$ cat src/rtl/bus_cycle_seq.sv
module bus_cycle_seq #(
  parameter int AW = 20
) (
  input  logic          clk,
  input  logic          rst_n,
  input  logic          req_start,
  input  logic [AW-1:0] req_addr,
  input  logic          req_mem,
  input  logic          req_write,
  input  logic          req_word,
  input  logic [15:0]   req_wdata,
  output logic          req_idle,
  output logic          req_done,
  output logic [15:0]   req_rdata,
  output logic          req_err,
  input  logic          bus_ready,
  input  logic          hold_req,
  output logic          hold_ack,
  output logic [AW-1:0] bus_addr,
  output logic          bus_addr_oe,
  output logic          bus_bhe_n,
  output logic          bus_mio,
  output logic          ale,
  output logic          rd_n,
  output logic          wr_n,
  output logic          ctl_oe,
  output logic [15:0]   bus_dout,
  output logic          bus_dout_oe,
  input  logic [15:0]   bus_din
);

  typedef enum logic [2:0] {S_IDLE, S_T1, S_T2, S_TW, S_T3, S_T4, S_HOLD} st_t;

  st_t           st;
  logic [1:0]    hsync;
  logic          wr_q, word_q, mem_q, err_q;
  logic [AW-1:0] addr_q;
  logic [15:0]   wd_q, rd_q;

  wire hold_s = hsync[1];
  wire accept = (st == S_IDLE) && !hold_s && req_start;
  wire bad    = req_word && req_addr[0];
  wire strobe = (st == S_T2) || (st == S_TW) || (st == S_T3);
  wire in_cyc = strobe || (st == S_T1) || (st == S_T4);

  always_ff @(posedge clk or negedge rst_n) begin
    if (!rst_n) begin
      st     <= S_IDLE;
      hsync  <= '0;
      err_q  <= 1'b0;
      wr_q   <= 1'b0;
      word_q <= 1'b0;
      mem_q  <= 1'b0;
      addr_q <= '0;
      wd_q   <= '0;
      rd_q   <= '0;
    end else begin
      hsync <= {hsync[0], hold_req};
      err_q <= accept && bad;
      case (st)
        S_IDLE: begin
          if (hold_s) st <= S_HOLD;
          else if (accept && !bad) begin
            st     <= S_T1;
            addr_q <= req_addr;
            wr_q   <= req_write;
            word_q <= req_word;
            mem_q  <= req_mem;
            if (req_word)         wd_q <= req_wdata;
            else if (req_addr[0]) wd_q <= {req_wdata[7:0], 8'h00};
            else                  wd_q <= {8'h00, req_wdata[7:0]};
          end
        end
        S_T1: st <= S_T2;
        S_T2, S_TW: st <= bus_ready ? S_T3 : S_TW;
        S_T3: begin
          st <= S_T4;
          if (!wr_q) begin
            if (word_q)         rd_q <= bus_din;
            else if (addr_q[0]) rd_q <= {8'h00, bus_din[15:8]};
            else                rd_q <= {8'h00, bus_din[7:0]};
          end
        end
        S_T4:   st <= hold_s ? S_HOLD : S_IDLE;
        S_HOLD: if (!hold_s) st <= S_IDLE;
        default: st <= S_IDLE;
      endcase
    end
  end

  assign req_idle    = (st == S_IDLE) && !hold_s;
  assign req_done    = (st == S_T4);
  assign req_rdata   = rd_q;
  assign req_err     = err_q;
  assign hold_ack    = (st == S_HOLD);
  assign bus_addr    = addr_q;
  assign bus_addr_oe = in_cyc;
  assign bus_bhe_n   = !(word_q || addr_q[0]);
  assign bus_mio     = mem_q;
  assign ale         = (st == S_T1);
  assign rd_n        = !(strobe && !wr_q);
  assign wr_n        = !(strobe && wr_q);
  assign ctl_oe      = (st != S_HOLD);
  assign bus_dout    = wd_q;
  assign bus_dout_oe = wr_q && (strobe || (st == S_T4));

endmodule


$ cat config.mk
export PLATFORM = sky130hd
export DESIGN_NAME = bus_cycle_seq
export DESIGN_NICKNAME = d
export VERILOG_FILES = /design/src/rtl/bus_cycle_seq.sv
export SDC_FILE = /design/constraint.sdc
export NUM_CORES = 1
export LEC_CHECK = 0
export BUFFER_PORTS_ARGS = -buffer_cell sky130_fd_sc_hd__buf_2
export CAP_MARGIN = 20
export CELL_PAD_IN_SITES_DETAIL_PLACEMENT = 0
export CELL_PAD_IN_SITES_GLOBAL_PLACEMENT = 1
export CORE_MARGIN = 2
export CORE_UTILIZATION = 39
export CTS_BUF_LIST = sky130_fd_sc_hd__clkbuf_4 sky130_fd_sc_hd__clkbuf_8
export CTS_CLUSTER_DIAMETER = 120
export DETAILED_ROUTE_END_ITERATION = 10
export HOLD_SLACK_MARGIN = 0.02
export PLACE_DENSITY = 0.95
export SKIP_CTS_REPAIR_TIMING = 1
export SLEW_MARGIN = 20
export SYNTH_ARGS = -nofsm -noshare
export SYNTH_HDL_FRONTEND = slang
export SYNTH_SLANG_ARGS = --single-unit
$ cat constraint.sdc
create_clock -name clk -period 4.3 [get_ports clk]
set_input_delay 0.43 -clock clk [delete_from_list [all_inputs] [get_ports clk]]
set_output_delay 0.43 -clock clk [all_outputs]
set_load 0.02 [all_outputs]
# Yosys cells after proc, flatten, opt, wreduce, memory -nomap -nowiden
# Index checks and enable logic that the tools add are counted.
totals:
  out_inout_bits: 64
  reg_bits: 61
  mem_bits_rw: 0
  wordCells: 55
  latchBits: 0
  mem_count: 0
  inputBits: 60
  rom_bits: 0
op_classes:
  bitwise: 2
  n_reduce_logical: 25
  n_lt_le_gt_ge: 0
  addsub: 0
  shifts: 0
  mul: 0
  eq_ne: 9
  muxes: 10
  div_mod_pow: 0
ops:
  columns: ["op", "count"]
  rows:
  - ["16-bit 2-to-1 mux", 3]
  - ["3-bit case mux with 6 select lines", 1]
  - ["3-bit 2-to-1 mux", 5]
  - ["3-bit == test (second input constant)", 3]
  - ["1-bit logical AND", 8]
  - ["8-bit 2-to-1 mux", 1]
  - ["3-bit by 2-bit == test with 1-bit output (second input constant)", 2]
  - ["1-bit logical NOT", 6]
  - ["1-bit logical OR", 6]
  - ["2-bit AND reduction", 2]
  - ["3-bit by 1-bit == test with 1-bit output (second input constant)", 1]
  - ["3-bit logical NOT", 1]
  - ["3-bit by 2-bit inequality test with 1-bit output (second input constant)", 1]
  - ["3-bit inequality test (second input constant)", 1]
  - ["3-bit AND reduction", 1]
  - ["2-bit inequality test (second input constant)", 1]
  - ["1-bit NOT", 2]
  - ["2-bit OR reduction", 1]

# Depth between registers and ports, before layout
logic_depth:
  word_depth: 7
  depth_mapped: 8
  mapped_depth_nobuf: 4

# Least setup slack after synthesis
# No wires, ideal clock.
synth_timing:
  kind: "reg-to-reg"
  startpoint: "register st[2]"
  endpoint: "register addr_q[17], in the netlist bus_addr[17]"
  setup_ns: 0.125
  arrival_ns: 1.760
  period_less_slack_ns: 1.885
  path_stages_with_launch: 8
  required_time_ns: 4.175
  path_buffers: 3
  path_slack_ns: 2.415
  cell_sequence: "dfrtp_1 -> or4_1 -> buf_4 -> inv_6 -> nand3_2 -> buf_6 -> buf_6 -> mux2_4"
synth_between:
  elab_chain_cells: 5
synth_rtl:
  columns: ["item", "line_no", "text"]
  rows:
  - ["start: declaration", "34", "st_t st;"]
  - ["start signal: assignment", "75", "S_T2, S_TW: st <= bus_ready ? S_T3 : S_TW;"]
  - ["start signal: assignment", "84", "S_T4: st <= hold_s ? S_HOLD : S_IDLE;"]
  - ["3-bit logical NOT (*)", "41, 60", null]
  - ["1-bit logical AND (2 in a row)", "41", "wire accept = (st == S_IDLE) && !hold_s && req_start;"]
  - ["1-bit logical AND", "63", "else if (accept && !bad) begin"]
  - ["3-bit AND reduction (no line) (*)", null, null]
  - ["end signal: assignment", "65", "addr_q <= req_addr;"]
  - ["end: declaration", "37", "logic [AW-1:0] addr_q;"]
# Mark *: on every way between the ends. The rest lies on a longest branch, timed or not.
# A chain may end at the register's enable or synchronous reset.

# Worst setup path after layout
layout_timing:
  startpoint: "register st[2]"
  endpoint: "register addr_q[1], in the netlist bus_addr[1]"
# The elaborated chain is that of the path after synthesis.

==> flow_results.org <==
** Finish
- Fill cells in the final layout number 630.
- Growth of design area from synthesis to finish :: 31.0%
- Leaving out filler cells and counting taps, the final layout contains 436.
- Final layout net count :: 411
- Most common library cell in the layout ignoring fill and taps :: sky130_fd_sc_hd__buf_2
- The repair_antennas step left the layout with diodes totalling 0.
- Leading cell types in the layout, fill and taps excluded :: sky130_fd_sc_hd__buf_2 (123), sky130_fd_sc_hd__dfrtp_1 (61), sky130_fd_sc_hd__nand2_1 (31)
- Post-Layout Inst Area :: 0.00356 sq mm
- In the final layout, the share of cells above drive strength 1 is 0.469.

** Timing
- The clock period could shrink to 2.66 ns.
- Number of pins with negative max-slew slack in the final report :: 0
- Headroom to the max-slew limit came out at 0.485.
- Clock skew after layout :: 0.0106 ns
- Period utilization :: 0.618
- Based on the critical path, the design can be clocked at up to 0.376 GHz.
- The worst path meets setup with 1.64 ns of slack.
- Summed negative setup slack over all endpoints :: 0 ns
- Count of final setup violators :: 0
- The final hold violation count was 0.
- Setup repair after global routing left no endpoint under its margin.
- Worst-Margin Slew :: 0.770 ns
- Min Hold Slack :: 0.231 ns

** Placement
- The congestion estimate from routability-driven global placement came to 0.757.
- Number of cells after detailed placement :: 420
- Estimated wirelength of the detail-placed design :: 4670 um
- Total placed instance area :: 0.00334 sq mm
- Setup slack after placement :: 1.63 ns
- Count of input and output buffers :: 123

** Flow run
- Total of max-cap violations :: 0

** GRT
- The total overflow left after global routing is 0.
- Via count of the first global-routing pass :: 2148
- The first global-routing pass estimated 10400 um of wire.
- The initial antenna violation count is 0.
- Across every metal layer, demand over resource in global routing totals 0.175.
- Maximum number of pins on one net before global-route repair :: 62

** Setup path
- Largest incremental delay on the critical path :: 0.75 ns
- The number of buffers and inverters on the critical path is 1.
- Walking the worst path, the cells encountered are or4_1, inv_6, nand3_2, mux2_2.
- CP Data Arrival Time :: 2.86 ns
- WP data required :: 4.50 ns
- Launch point of the worst reg-to-reg path :: st[2]
- The cell family contributing the most delay on the critical path is simple AND/OR/NAND/NOR gates.
- Maximum net fanout on the critical path :: 29
- Crit path launch :: st[2]
- Critical path endpoint category :: flop
- Crit Path Class :: flop to flop
- STA classifies the critical path startpoint as a flop.
- Path depth of the worst reg2reg path :: 4
- Setup slack of the most critical reg-to-reg path :: 1.64 ns
- Slowest CP cell :: sky130_fd_sc_hd__or4_1
- In this run the critical register-to-register path is captured at bus_addr[1].

** Detailed routing
- Number of vias per cell after detailed routing :: 5.14
- Dividing the detail-routed wire length by the instance count gives 15.1 um.
- First DRT Iteration DRCs :: 76
- The detail route stage leaves a number of antenna-violating nets equal to 0.
- Summing over every cut layer, the via total after detailed routing is 2239.
- Final routed DRC violation total :: 0
- Overall routed net length :: 6570 um
- For this run, the detailed router's first-pass iteration total came to 4.

** Power and ir drop
- The share of total power dissipated in combinational logic is 0.431.
- Dividing total power by cell area gives a power density of 785 mW/mm^2.
- For this design the static power due to leakage is 1.89 nW.
- Sw frac :: 0.404
- Of the total power, registers draw 0.369.
- IR analysis of the VDD net gives a maximum drop of 370 uV.
- Total internal power :: 1.67 mW
- For this design the total switching power over the nets is 1.13 mW.
- Share of total power in the clock network :: 0.200

** Hold path
- Class of the worst hold path :: input pin to flop
- Hold-critical path depth :: 1
- Startpoint of the most critical hold path :: hold_req
- Min-Delay Endpoint :: hsync[0]

** Floorplan
- The floorplan step set the die width to 87.5 um.
- The core region is 0.00676 sq mm.
- After floorplanning, the core was divided into 30 placement rows.
- In this run the count of I/O pins placed on the die edge is 124.
- The floorplan step set the die height to 87.5 um.
- The die covers 0.00765 sq mm.
- The initial utilization of the core area, before any placement, comes to 0.402.

** Synth
- Post-Syn Instances :: 236
- Sequential area share after synthesis :: 0.562
- The portion of synthesized area spent on multiplexers is 0.119.
- Number of synthesized register bits :: 61
- The compound-cell area share of the yosys netlist was 0.126.
- Yosys mapped a number of flops with a built-in enable equal to 0.
- Of the total synthesized cell area, the portion taken by XOR and XNOR cells is 0.
- The number of nets handed over by synthesis was 296.
- The most used flip-flop cell after synthesis is sky130_fd_sc_hd__dfrtp_1.
- The synthesized netlist occupies a cell area of 0.00272 sq mm.
- Of the total synthesized cell area, the portion taken by full adders, half adders and majority gates is 0.
- The number of different library cells used by synthesis comes to 39.
- In the synthesized netlist the async set-or-reset flop fraction comes to 1.00.
- Total number of yosys warnings :: 0
- After synthesis, the largest family of logic cells by area is simple AND/OR/NAND/NOR gates.
- After synthesis, the mean cell area works out to 11.5 sq um.
- Of the total synthesized cell area, the portion taken by AND, OR, NAND and NOR gates is 0.151.

** Clock tree
- Clock root buffer :: sky130_fd_sc_hd__clkbuf_8
- Clock tree synthesis found a total of 61 sinks.
- In this run the deepest clock path goes through 2 buffers.
- Later-pin clock latency in the skew report :: 0.33 ns
- The clock tree synthesis step divided the H-tree into 3 levels.
- Clock transition time at the flip-flop clock pins of the worst setup and hold paths :: 0.07 ns
- Buffers inserted during clock tree synthesis total 9.
- CTS tree :: built

** Run status
- Outcome :: finished clean
metrics by stage:
| step | util | total power [mW] |
|---|---|---|
| 5_1_grt | 0.527 | 2.99 |
| 4_1_cts | 0.527 | 2.83 |
| 6_report | 0.527 | 2.80 |
| 2_1_floorplan | - | 1.84 |
| 3_3_place_gp | 0.495 | 2.22 |
| 3_5_place_dp | 0.495 | 2.26 |
worst max path at each step:
stage	slack, ns	endpoint	cells after the start
floorplan	2.41	bus_addr[17]	7
global placement	1.72	bus_addr[18]	4
detailed placement	1.63	bus_addr[2]	4
CTS	1.63	bus_addr[5]	4
global route	1.45	bus_addr[1]	4
finish	1.64	bus_addr[1]	4
power groups by stage:
stage,logic (mW),registers (mW),clock network (mW)
after global routing,1.32,1.07,0.602
after detailed placement,1.22,1.04,0
after CTS,1.22,1.03,0.573
after global placement,1.19,1.03,0
after floorplan,0.561,1.28,0
final,1.21,1.03,0.559
state kept, by name, summed over array words and instances (netlist names):
register	cells
req_rdata	16
bus_mio	1
wr_q	1
req_err	1
st	3
bus_dout	16
word_q	1
bus_addr	20
hsync	2
cell families (layout without fill, tap and decap cells):
family / count (synthesis) / in the layout
AOI/OAI and AO/OA: 43 / 43
buffers and inverters: 23 / 143
muxes: 29 / 29
DFF: 61 / 61
and+or+nand+nor: 80 / 80
area by class of cell:
class / instances / area, sq um / share of cell area
clock buffer: 12 / 146 / 0.0411
inverter: 3 / 16.3 / 0.00457
tap: 80 / 100 / 0.0281
clock inverter: 4 / 72.6 / 0.0204
sequential: 61 / 1530 / 0.429
timing repair buffer: 124 / 623 / 0.175
multi-input combinational: 152 / 1080 / 0.302
cells in the mapped netlist (3+ instances only):
cell,n,area share
sky130_fd_sc_hd__nor2_1,7,0.0097
sky130_fd_sc_hd__clkbuf_1,11,0.015
sky130_fd_sc_hd__mux2i_1,8,0.029
sky130_fd_sc_hd__o21ai_0,10,0.018
sky130_fd_sc_hd__and3_1,7,0.016
sky130_fd_sc_hd__a221o_1,8,0.029
sky130_fd_sc_hd__a21oi_1,3,0.0055
sky130_fd_sc_hd__nand2b_1,4,0.0092
sky130_fd_sc_hd__nor2b_1,3,0.0069
sky130_fd_sc_hd__mux2_2,19,0.079
sky130_fd_sc_hd__buf_2,4,0.0074
sky130_fd_sc_hd__o2bb2ai_1,7,0.023
sky130_fd_sc_hd__nand3_1,17,0.031
sky130_fd_sc_hd__nand2_1,31,0.043
sky130_fd_sc_hd__dfrtp_1,61,0.56
sky130_fd_sc_hd__a41o_1,7,0.026
routing by layer:
metal	part of all wire	up-vias	wire length, um	GRT usage
met5	0	-	0	0
met4	0.011	0	71	0.0671
met3	0.060	7	392	0.0474
met2	0.48	76	3130	0.264
met1	0.45	1081	2980	0.241
li1	-	1075	-	-
worst register-to-register path: stages, from the launching register on:
cell and delay [ns]:
sky130_fd_sc_hd__dfrtp_1 0.50, sky130_fd_sc_hd__or4_1 0.75, sky130_fd_sc_hd__inv_6 0.20, sky130_fd_sc_hd__nand3_2 0.56, sky130_fd_sc_hd__mux2_2 0.52
No activity file was read; power rests on OpenSTA's default activity.
